==> config.mk <==
export PLATFORM = sky130hd
export DESIGN_NAME = intc_bank
export DESIGN_NICKNAME = d
export VERILOG_FILES = /design/src/rtl/intc_pkg.sv /design/src/rtl/intc_regs.sv /design/src/rtl/intc_pending.sv /design/src/rtl/intc_arbiter.sv /design/src/rtl/intc_channel.sv /design/src/rtl/intc_bank.sv
export SDC_FILE = /design/constraint.sdc
export NUM_CORES = 2
export LEC_CHECK = 0
export ABC_AREA = 1
export BUFFER_PORTS_ARGS = -buffer_cell sky130_fd_sc_hd__buf_2
export CORE_ASPECT_RATIO = 1.5
export CORE_MARGIN = 2
export CORE_UTILIZATION = 40
export DETAILED_ROUTE_END_ITERATION = 8
export PLACE_DENSITY = 0.59
export SETUP_SLACK_MARGIN = 0.5
export SLEW_MARGIN = 30
export SYNTH_ARGS = -nofsm -noshare
export SYNTH_HDL_FRONTEND = slang
export SYNTH_HIERARCHICAL = 1
export SYNTH_SLANG_ARGS = --single-unit
==> constraint.sdc <==
create_clock -name clk -period 39.3 [get_ports clk]
set_input_delay 5.895 -clock clk [delete_from_list [all_inputs] [get_ports clk]]
set_output_delay 5.895 -clock clk [all_outputs]
set_load 0.005 [all_outputs]
==> src/rtl/intc_pkg.sv <==
package intc_pkg;
  localparam int unsigned REG_ADDR_W = 6;
  localparam int unsigned PRIO_W     = 5;
  localparam int unsigned LVL_W      = PRIO_W + 2;

  localparam logic [REG_ADDR_W-1:0] A_PEND   = 6'd0;
  localparam logic [REG_ADDR_W-1:0] A_MASK   = 6'd1;
  localparam logic [REG_ADDR_W-1:0] A_IRQ_ID = 6'd2;
  localparam logic [REG_ADDR_W-1:0] A_FIQ_ID = 6'd3;
  localparam logic [REG_ADDR_W-1:0] A_CTRL   = 6'd4;
  localparam logic [REG_ADDR_W-1:0] A_GMASK  = 6'd5;
  localparam logic [REG_ADDR_W-1:0] A_TEST   = 6'd6;
  localparam logic [REG_ADDR_W-1:0] A_LVL    = 6'd32;

  typedef enum logic [1:0] {
    CH_IDLE   = 2'd0,
    CH_ACTIVE = 2'd1,
    CH_HOLD   = 2'd2
  } ch_state_e;

  // bit order matches the software-visible level register
  typedef struct packed {
    logic [PRIO_W-1:0] prio;
    logic              edge_trig;
    logic              to_fiq;
  } lvl_cfg_t;
endpackage

==> src/rtl/intc_regs.sv <==
module intc_regs
  import intc_pkg::*;
#(
  parameter int unsigned NUM_SRC = 32,
  parameter int unsigned DATA_W  = 32,
  parameter int unsigned FIQ_EN  = 1,
  localparam int unsigned IDX_W  = $clog2(NUM_SRC)
) (
  input  logic                    clk,
  input  logic                    rst_n,
  input  logic                    we,
  input  logic [REG_ADDR_W-1:0]   addr,
  input  logic [DATA_W-1:0]       wdata,
  input  logic [NUM_SRC-1:0]      pend,
  input  logic [IDX_W-1:0]        irq_id,
  input  logic [IDX_W-1:0]        fiq_id,
  output logic [DATA_W-1:0]       rdata,
  output logic [NUM_SRC-1:0]      mask_q,
  output logic                    gmask_q,
  output logic [NUM_SRC-1:0]      test_q,
  output lvl_cfg_t [NUM_SRC-1:0]  cfg_q,
  output logic [1:0]              ack
);
  logic [NUM_SRC-1:0]    lvl_we;
  logic [REG_ADDR_W-1:0] lvl_off;
  logic                  ctrl_wr;

  assign ctrl_wr = we && (addr == A_CTRL);
  assign ack     = {ctrl_wr && wdata[1], ctrl_wr && wdata[0]};
  assign lvl_off = addr - A_LVL;

  for (genvar g = 0; g < NUM_SRC; g++) begin : g_lvl_dec
    assign lvl_we[g] = we && (addr == A_LVL + REG_ADDR_W'(g));
  end

  always_ff @(posedge clk or negedge rst_n) begin
    if (!rst_n) begin
      mask_q  <= '1;
      gmask_q <= 1'b1;
      test_q  <= '0;
    end else if (we) begin
      if (addr == A_MASK)  mask_q  <= wdata[NUM_SRC-1:0];
      if (addr == A_GMASK) gmask_q <= wdata[0];
      if (addr == A_TEST)  test_q  <= wdata[NUM_SRC-1:0];
    end
  end

  always_ff @(posedge clk or negedge rst_n) begin
    if (!rst_n) begin
      cfg_q <= '0;
    end else begin
      for (int i = 0; i < NUM_SRC; i++) begin
        if (lvl_we[i]) begin
          cfg_q[i].prio      <= wdata[2 +: PRIO_W];
          cfg_q[i].edge_trig <= wdata[1];
          cfg_q[i].to_fiq    <= (FIQ_EN != 0) && wdata[0];
        end
      end
    end
  end

  always_comb begin
    rdata = '0;
    case (addr)
      A_PEND:   rdata[NUM_SRC-1:0] = pend;
      A_MASK:   rdata[NUM_SRC-1:0] = mask_q;
      A_IRQ_ID: rdata[IDX_W-1:0]   = irq_id;
      A_FIQ_ID: rdata[IDX_W-1:0]   = fiq_id;
      A_GMASK:  rdata[0]           = gmask_q;
      A_TEST:   rdata[NUM_SRC-1:0] = test_q;
      default: begin
        if (addr >= A_LVL && lvl_off < REG_ADDR_W'(NUM_SRC))
          rdata[LVL_W-1:0] = cfg_q[lvl_off[IDX_W-1:0]];
      end
    endcase
  end
endmodule

==> src/rtl/intc_pending.sv <==
module intc_pending #(
  parameter int unsigned NUM_SRC = 32
) (
  input  logic               clk,
  input  logic               rst_n,
  input  logic [NUM_SRC-1:0] src_eff,
  input  logic [NUM_SRC-1:0] edge_cfg,
  input  logic [NUM_SRC-1:0] clr,
  output logic [NUM_SRC-1:0] pend
);
  logic [NUM_SRC-1:0] prev_q, edge_q;

  always_ff @(posedge clk or negedge rst_n) begin
    if (!rst_n) begin
      prev_q <= '0;
      edge_q <= '0;
    end else begin
      prev_q <= src_eff;
      // a new rising edge in the acknowledge cycle re-arms the bit
      edge_q <= ((edge_q & ~clr) | (src_eff & ~prev_q)) & edge_cfg;
    end
  end

  assign pend = (edge_cfg & edge_q) | (~edge_cfg & src_eff);
endmodule

==> src/rtl/intc_arbiter.sv <==
module intc_arbiter #(
  parameter int unsigned NUM_SRC = 32,
  parameter int unsigned PW      = 5,
  localparam int unsigned IDX_W  = $clog2(NUM_SRC)
) (
  input  logic [NUM_SRC-1:0]         req,
  input  logic [NUM_SRC-1:0][PW-1:0] prio,
  output logic                       valid,
  output logic [IDX_W-1:0]           idx
);
  logic [PW-1:0] best;

  always_comb begin
    valid = 1'b0;
    idx   = '0;
    best  = '1;
    // strict compare keeps the lowest index on equal priority
    for (int i = 0; i < NUM_SRC; i++) begin
      if (req[i] && (!valid || prio[i] < best)) begin
        valid = 1'b1;
        best  = prio[i];
        idx   = IDX_W'(i);
      end
    end
  end
endmodule

==> src/rtl/intc_channel.sv <==
module intc_channel
  import intc_pkg::*;
#(
  parameter int unsigned NUM_SRC = 32,
  localparam int unsigned IDX_W  = $clog2(NUM_SRC)
) (
  input  logic               clk,
  input  logic               rst_n,
  input  logic               win_valid,
  input  logic [IDX_W-1:0]   win_idx,
  input  logic               ack,
  output logic               active,
  output logic [IDX_W-1:0]   idx_q,
  output logic [NUM_SRC-1:0] clr
);
  ch_state_e state_q;

  assign active = (state_q == CH_ACTIVE);
  assign clr    = (active && ack) ? (NUM_SRC'(1) << idx_q) : '0;

  always_ff @(posedge clk or negedge rst_n) begin
    if (!rst_n) begin
      state_q <= CH_IDLE;
      idx_q   <= '0;
    end else begin
      case (state_q)
        CH_IDLE: if (win_valid) begin
          state_q <= CH_ACTIVE;
          idx_q   <= win_idx;
        end
        CH_ACTIVE: if (ack) state_q <= CH_HOLD;
        default:   state_q <= CH_IDLE;
      endcase
    end
  end
endmodule

==> src/rtl/intc_bank.sv <==
module intc_bank
  import intc_pkg::*;
#(
  parameter int unsigned NUM_SRC = 32,
  parameter int unsigned DATA_W  = 32,
  parameter int unsigned FIQ_EN  = 1,
  localparam int unsigned IDX_W  = $clog2(NUM_SRC)
) (
  input  logic                  clk,
  input  logic                  rst_n,
  input  logic [REG_ADDR_W-1:0] reg_addr,
  input  logic [DATA_W-1:0]     reg_wdata,
  input  logic                  reg_we,
  output logic [DATA_W-1:0]     reg_rdata,
  input  logic [NUM_SRC-1:0]    irq_req,
  output logic                  irq_o,
  output logic                  fiq_o
);
  logic [NUM_SRC-1:0]             mask_q, test_q, pend, src_eff;
  logic [NUM_SRC-1:0]             edge_vec, fiq_vec, cand, clr_vec;
  logic [NUM_SRC-1:0][PRIO_W-1:0] prio_arr;
  lvl_cfg_t [NUM_SRC-1:0]         cfg_q;
  logic                           gmask_q;
  logic [1:0]                     reg_ack;

  logic [NUM_SRC-1:0] ch_req [2];
  logic [NUM_SRC-1:0] ch_clr [2];
  logic [IDX_W-1:0]   win_i  [2];
  logic [IDX_W-1:0]   ch_idx [2];
  logic [1:0]         win_v, ch_out;

  intc_regs #(.NUM_SRC(NUM_SRC), .DATA_W(DATA_W), .FIQ_EN(FIQ_EN)) u_regs (
    .clk(clk), .rst_n(rst_n), .we(reg_we), .addr(reg_addr), .wdata(reg_wdata),
    .pend(pend), .irq_id(ch_idx[0]), .fiq_id(ch_idx[1]), .rdata(reg_rdata),
    .mask_q(mask_q), .gmask_q(gmask_q), .test_q(test_q), .cfg_q(cfg_q),
    .ack(reg_ack)
  );

  for (genvar g = 0; g < NUM_SRC; g++) begin : g_cfg
    assign edge_vec[g] = cfg_q[g].edge_trig;
    assign fiq_vec[g]  = cfg_q[g].to_fiq;
    assign prio_arr[g] = cfg_q[g].prio;
  end

  assign src_eff = irq_req | test_q;

  intc_pending #(.NUM_SRC(NUM_SRC)) u_pend (
    .clk(clk), .rst_n(rst_n), .src_eff(src_eff), .edge_cfg(edge_vec),
    .clr(clr_vec), .pend(pend)
  );

  assign cand = gmask_q ? '0 : (pend & ~mask_q);

  for (genvar c = 0; c < 2; c++) begin : g_ch
    assign ch_req[c] = (c == 0) ? (cand & ~fiq_vec) : (cand & fiq_vec);

    intc_arbiter #(.NUM_SRC(NUM_SRC), .PW(PRIO_W)) u_arb (
      .req(ch_req[c]), .prio(prio_arr), .valid(win_v[c]), .idx(win_i[c])
    );

    intc_channel #(.NUM_SRC(NUM_SRC)) u_ch (
      .clk(clk), .rst_n(rst_n), .win_valid(win_v[c]), .win_idx(win_i[c]),
      .ack(reg_ack[c]), .active(ch_out[c]), .idx_q(ch_idx[c]), .clr(ch_clr[c])
    );
  end

  assign clr_vec = ch_clr[0] | ch_clr[1];
  assign irq_o   = ch_out[0];
  assign fiq_o   = ch_out[1];
endmodule

Yosys cells after proc, flatten, opt, wreduce, memory -nomap -nowiden
Cells that the tools add are included.
{"block": "classes", "n_addsub": 1, "magnitude_cmp": 65, "n_eq_ne": 44, "n_shift": 2, "n_mux": 204, "bitwise": 17, "n_reduce_logical": 235}
{"operator": "$mux W5", "count": 94}
{"operator": "$lt A5 B5 Y1", "count": 62}
{"operator": "$and A32 B32 Y32", "count": 8}
{"operator": "$eq A6 B6 Y1 const B", "count": 32}
{"operator": "$not A32 Y32", "count": 5}
{"operator": "$or A32 B32 Y32", "count": 4}
{"operator": "$logic_and A1 B1 Y1", "count": 100}
{"operator": "$mux W32", "count": 3}
{"operator": "$pmux W25 S3", "count": 1}
{"operator": "$mux W1", "count": 66}
{"operator": "$mux W4", "count": 16}
{"operator": "$shl A1 B5 Y32 const A", "count": 2}
{"operator": "$logic_not A1 Y1", "count": 62}
{"operator": "$logic_or A1 B1 Y1", "count": 62}
{"operator": "$bmux W7 S5", "count": 1}
{"operator": "$mux W3", "count": 8}
{"operator": "$pmux W4 S6", "count": 1}
{"operator": "$eq A6 B3 Y1 const B", "count": 3}
{"operator": "$mux W2", "count": 8}
{"operator": "$mux W7", "count": 2}
{"operator": "$reduce_and A2 Y1", "count": 7}
{"operator": "$eq A6 B2 Y1 const B", "count": 2}
{"operator": "$pmux W2 S2", "count": 2}
{"operator": "$pmux W2 S4", "count": 1}
{"operator": "other kinds (12)", "count": 16}
{"block": "totals", "regBits": 367, "inputBits": 73, "out_inout_bits": 34, "elab_cells": 673}

Longest topological paths before layout
{"block": "depth", "word_depth": 133, "mapped_depth": 330, "ltp_nobuf": 301}

By module
The synthesis kept the hierarchy.
{"mod": "intc_regs", "n_inst": 1, "cells_each": 1816, "area_per_inst_um2": 13595.5, "seq_area_each_um2": 7273.2}
{"mod": "intc_arbiter at g_ch[1].u_arb", "n_inst": 1, "cells_each": 1485, "area_per_inst_um2": 8069.0, "seq_area_each_um2": 0.0}
{"mod": "intc_arbiter at g_ch[0].u_arb", "n_inst": 1, "cells_each": 1473, "area_per_inst_um2": 7930.1, "seq_area_each_um2": 0.0}
{"mod": "intc_pending", "n_inst": 1, "cells_each": 320, "area_per_inst_um2": 2682.6, "seq_area_each_um2": 1601.5}
{"mod": "intc_channel", "n_inst": 2, "cells_each": 92, "area_per_inst_um2": 549.3, "seq_area_each_um2": 175.2}
{"mod": "intc_bank", "n_inst": 1, "cells_each": 228, "area_per_inst_um2": 1041.0, "seq_area_each_um2": 0.0}

Worst setup path after synthesis
Ideal clock, no wire load.
{"block": "synth_timing", "path_kind": "in2reg", "startpoint": "input port irq_req[0]", "endpoint": "register g_ch[0].u_ch.idx_q[0]", "setup_time_ps": 66, "arrival_ps": 39082, "t_required_ps": 39234, "setup_slack_ps": 152, "cell_stages": 297, "n_path_buf": 29, "path_cell_list": "or2_2 inv_1 o21ai_1 nand2_1 nor2_1 inv_1 nor2_1 ha_1 nor2_1 nor2_2 nand2_1 nor2_1 nand2_1 nand2_2 nand2_4 nand2_4 o21ai_0 ha_1 [261 not listed] nor2_1 a211oi_1 nand2_1 nand2_2 nand2_2 buf_6 nand2_2 o21ai_1 ha_1 a21oi_1 nor2_1 a211oi_1 nand2_1 nand2_1 nand2_1 nand2_1 nand3_1 nand2_1"}
{"item": "from (decl)", "line_no": "intc_bank.sv:15", "rtl": "input logic [NUM_SRC-1:0] irq_req,"}
{"item": "to (signal assigned)", "line_no": "intc_channel.sv:29", "rtl": "idx_q <= win_idx;"}
{"item": "to (decl)", "line_no": "intc_channel.sv:13", "rtl": "output logic [IDX_W-1:0] idx_q,"}

==> impl_results.md <==
- Met1 Usage GRT: 0.304
- Unrepaired setup endpoints after global routing: true
- Gpl congestion: 0.954
- Filler instances: 9024
- Pre-Repair DR Iteration Count: 6
- CP Launch Type: input pin
- Hold slack: 0.486 ns
- Synthesized flop and latch total: 367
- Sw Ratio: 0.500
- Routed Wire Length: 125000 um
- Vias/cell: 5.16
- Crit path max-delay family: simple AND/OR/NAND/NOR gates
- Clock Pin Slew Worst Setup and Hold Paths: 0.06 ns
- Slew @ Worst Pin: 1.07 ns
- GR Util met3: 0.0324
- Yosys Warn Count: 6
- CP max stage delay: 0.34 ns
- Most used cell, CP: nand2_1
- Placed cell areas: 36900 sq um
- Worst Setup SP: irq_req[0]
- Int Power: 1.50 mW
- Leak: 21.6 nW
- Area contributors post-synth: dfrtp_1 (24%), nand2_1 (21%), nand3_1 (8.6%)
- Main flop type after synthesis: dfrtp_1
- IO buf count: 106
- CORE AREA: 85200 sq um
- Part of the power in combinational logic: 0.694
- Top cells by count, synth: nand2_1 (1909), inv_1 (737), nand3_1 (588)
- Initial Util: 0.404
- Fmax: 27.1 MHz
- CP Class: in2reg
- Min setup slack post-route: 2.35 ns
- Worst-path maximum fanout: 9
- Sequential Power Share: 0.177
- Fin crit share: 0.940
- First-pass GRT wire length: 187000 um
- Area growth from synthesis to layout: 17.6%
- Met2 usage: 0.500
- R2R depth: 294
- Final setup fails: 0
- Most used routing layer: met2
- Die area: 88500 sq um
- Worst rel slew slack: 0.286
- Slew Limit Fails: 0
- Clock insertion delay at the later pin of the skew report: 0.59 ns
- FF-to-FF setup slack: 7.38 ns
- Buffers & Inverters on Critical Path: 14
- NetSw: 1.50 mW
- CTS hold repair buffers: 0
- EDFF count, synth: 0
- Worst Path Required: 39.83 ns
- # nets final: 5970
- Critical Path End: g_ch[0].u_ch/idx_q[4]
- Count leader, synth: nand2_1
- Worst path slowest cell: ha_1
- CP endpoint kind: register
- Gate Count Post-Synth: 5506
- 1st-iter DRT viols: 2378
- Max-Cap Viols: 0
- Overall die width: 244 um
- Post-synth top area share: 0.243
- Num CTS Buffers: 40
- Asr flop ratio synth: 1.00
- Rows: 131
- Layout cells sized above 1: 0.220
- Hold Crit Class: reg2reg
- Tmin final: 36.95 ns
- CTS tree: yes
- RR Endpoint: g_ch[0].u_ch/idx_q[4]
- Final Hold Violating Endpoints: 0
- Status: finished, final reports clean
- Reg-to-reg startpoint: u_regs/test_q[0]
- Largest net degree at the start of global routing: 108
- Clock power frac: 0.129
- Die height: 363 um
- Grt ovf: 0
- Vias in the first global route: 33200
- Root Driver: clkbuf_16
- DP HPWL: 95000 um
- Max clock buf depth: 3
- Register area share after synthesis: 0.268
- Final ANT Viol Nets: 0
- CTS HTree Levels: 2
- Mean post-synth cell area: 6.25 sq um
- Wire length per cell: 18.0 um
- Initial antenna violation count: 2
- Drt drc: 0
- Pwr per Cell Area: 74.0 nW/um^2
- Post-Place Setup Slack: -1.27 ns
- Final instance area: 40500 sq um
- Worst vdd ir: 0.0424 mV
- Mapped Nets: 5711
- Post-Synthesis Cell Area: 34400 sq um
- Critical path depth in cells: 295
- Top-Level Pins: 107
- Yosys cell types: 43
- Layout Skew: 0.0229 ns
- CTS Sinks: 367
- Post-synth top area cell: dfrtp_1
- CP arrival: 37.48 ns
- GRT Resource Usage Total: 0.270
- Via count: 35700
-- metrics by stage --
| stage | setup TNS (ns) | utilization | power (mW) | instances |
|---|---|---|---|---|
| 5_1_grt | 0 | 0.475 | 3.25 | 6926 |
| 4_1_cts | 0 | 0.448 | 2.68 | 6858 |
| 2_1_floorplan | 0 | - | 1.75 | 5506 |
| 3_5_place_dp | -9.10 | 0.433 | 2.28 | 6785 |
| 3_3_place_gp | -5.64 | 0.433 | 2.27 | 6785 |
| 6_report | 0 | 0.475 | 2.99 | 6927 |
-- registers in the layout (all words and copies together) (netlist names) --
| name | flops |
|---|---|
| g_ch.u_ch/idx_q | 10 |
| g_ch.u_ch/state_q | 4 |
| u_pend/edge_q | 32 |
| u_pend/prev_q | 32 |
| u_regs/cfg_q | 224 |
| u_regs/gmask_q | 1 |
| u_regs/mask_q | 32 |
| u_regs/test_q | 32 |
-- worst min-delay path: cells and delay by family (launching register included) --
kind	cells	cell delay, ns
and+or+nand+nor	1	0.05
AOI/OAI and AO/OA	1	0.05
DFF	1	0.38
-- area by class of cell --
type | count | area, sq um | area share
diodes | 1 | 2.50 | 0.0000618
clock buffers | 56 | 1150 | 0.0285
clock inverters | 17 | 155 | 0.00383
inverters | 780 | 2940 | 0.0727
multi-input cells | 4171 | 22800 | 0.563
flip-flops and latches | 367 | 9230 | 0.228
well taps | 1130 | 1410 | 0.0349
repair buffers | 405 | 2800 | 0.0692
-- power groups by stage --
stage | Sequential (mW) | Clock, mW | Combinational [mW]
final | 0.531 | 0.386 | 2.08
after detailed placement | 0.531 | 0 | 1.75
after CTS | 0.525 | 0.391 | 1.77
after global routing | 0.540 | 0.406 | 2.31
after floorplan | 0.484 | 0 | 1.27
after global placement | 0.531 | 0 | 1.73
-- kinds of logic after synthesis --
group,synth area share
and+or+nand+nor,0.464
buffers and inverters,0.122
DFF,0.268
adders and majority gates,0.0480
AOI/OAI and AO/OA,0.0980
-- routing by layer --
layer	vias up	wire [um]
li1	17800	-
met4	2	7670
met5	-	13
met3	314	5850
met2	1012	63000
met1	16600	48300
-- worst min-delay path by stage --
stage                      startpoint                 to  slack (ns)  cells after the start
CTS                  u_pend/prev_q[7]   u_pend/edge_q[7]        0.49                      3
floorplan           u_regs/mask_q[14]  u_regs/mask_q[14]        0.46                      2
detailed placement  u_regs/mask_q[17]  u_regs/mask_q[17]        0.48                      2
finish              u_regs/mask_q[19]  u_regs/mask_q[19]        0.49                      2
global route        u_regs/mask_q[19]  u_regs/mask_q[19]        0.50                      2
global placement    u_pend/prev_q[19]  u_pend/edge_q[19]        0.47                      3
-- cell usage in the layout, fill, tap and decap left out, types with 20 or more instances in the layout --
master        n
nand2_1    1812
inv_1       731
nand3_1     585
nor2_1      349
dfrtp_1     334
buf_4       295
o21ai_0     264
nand2_2     195
nand2_4     159
ha_1        110
buf_2       104
nand3_2      97
o21ai_1      97
o21ai_2      83
o21bai_1     81
or2_2        67
nand4_1      46
nor2_2       45
clkbuf_16    42
nand3b_1     36
dfstp_2      33
inv_2        30
nand2_8      24
ha_4         21
o21ai_4      20
a22oi_1      20
-- what timing repair did --
item / in CTS / in global routing
gates resized for setup: 42 / 441
buffers inserted: 0 / 64
endpoints found under the setup margin: 10 / 10
cloned: 0 / 4
pin swaps: 0 / 144
Power figures use the tool's default switching activity.
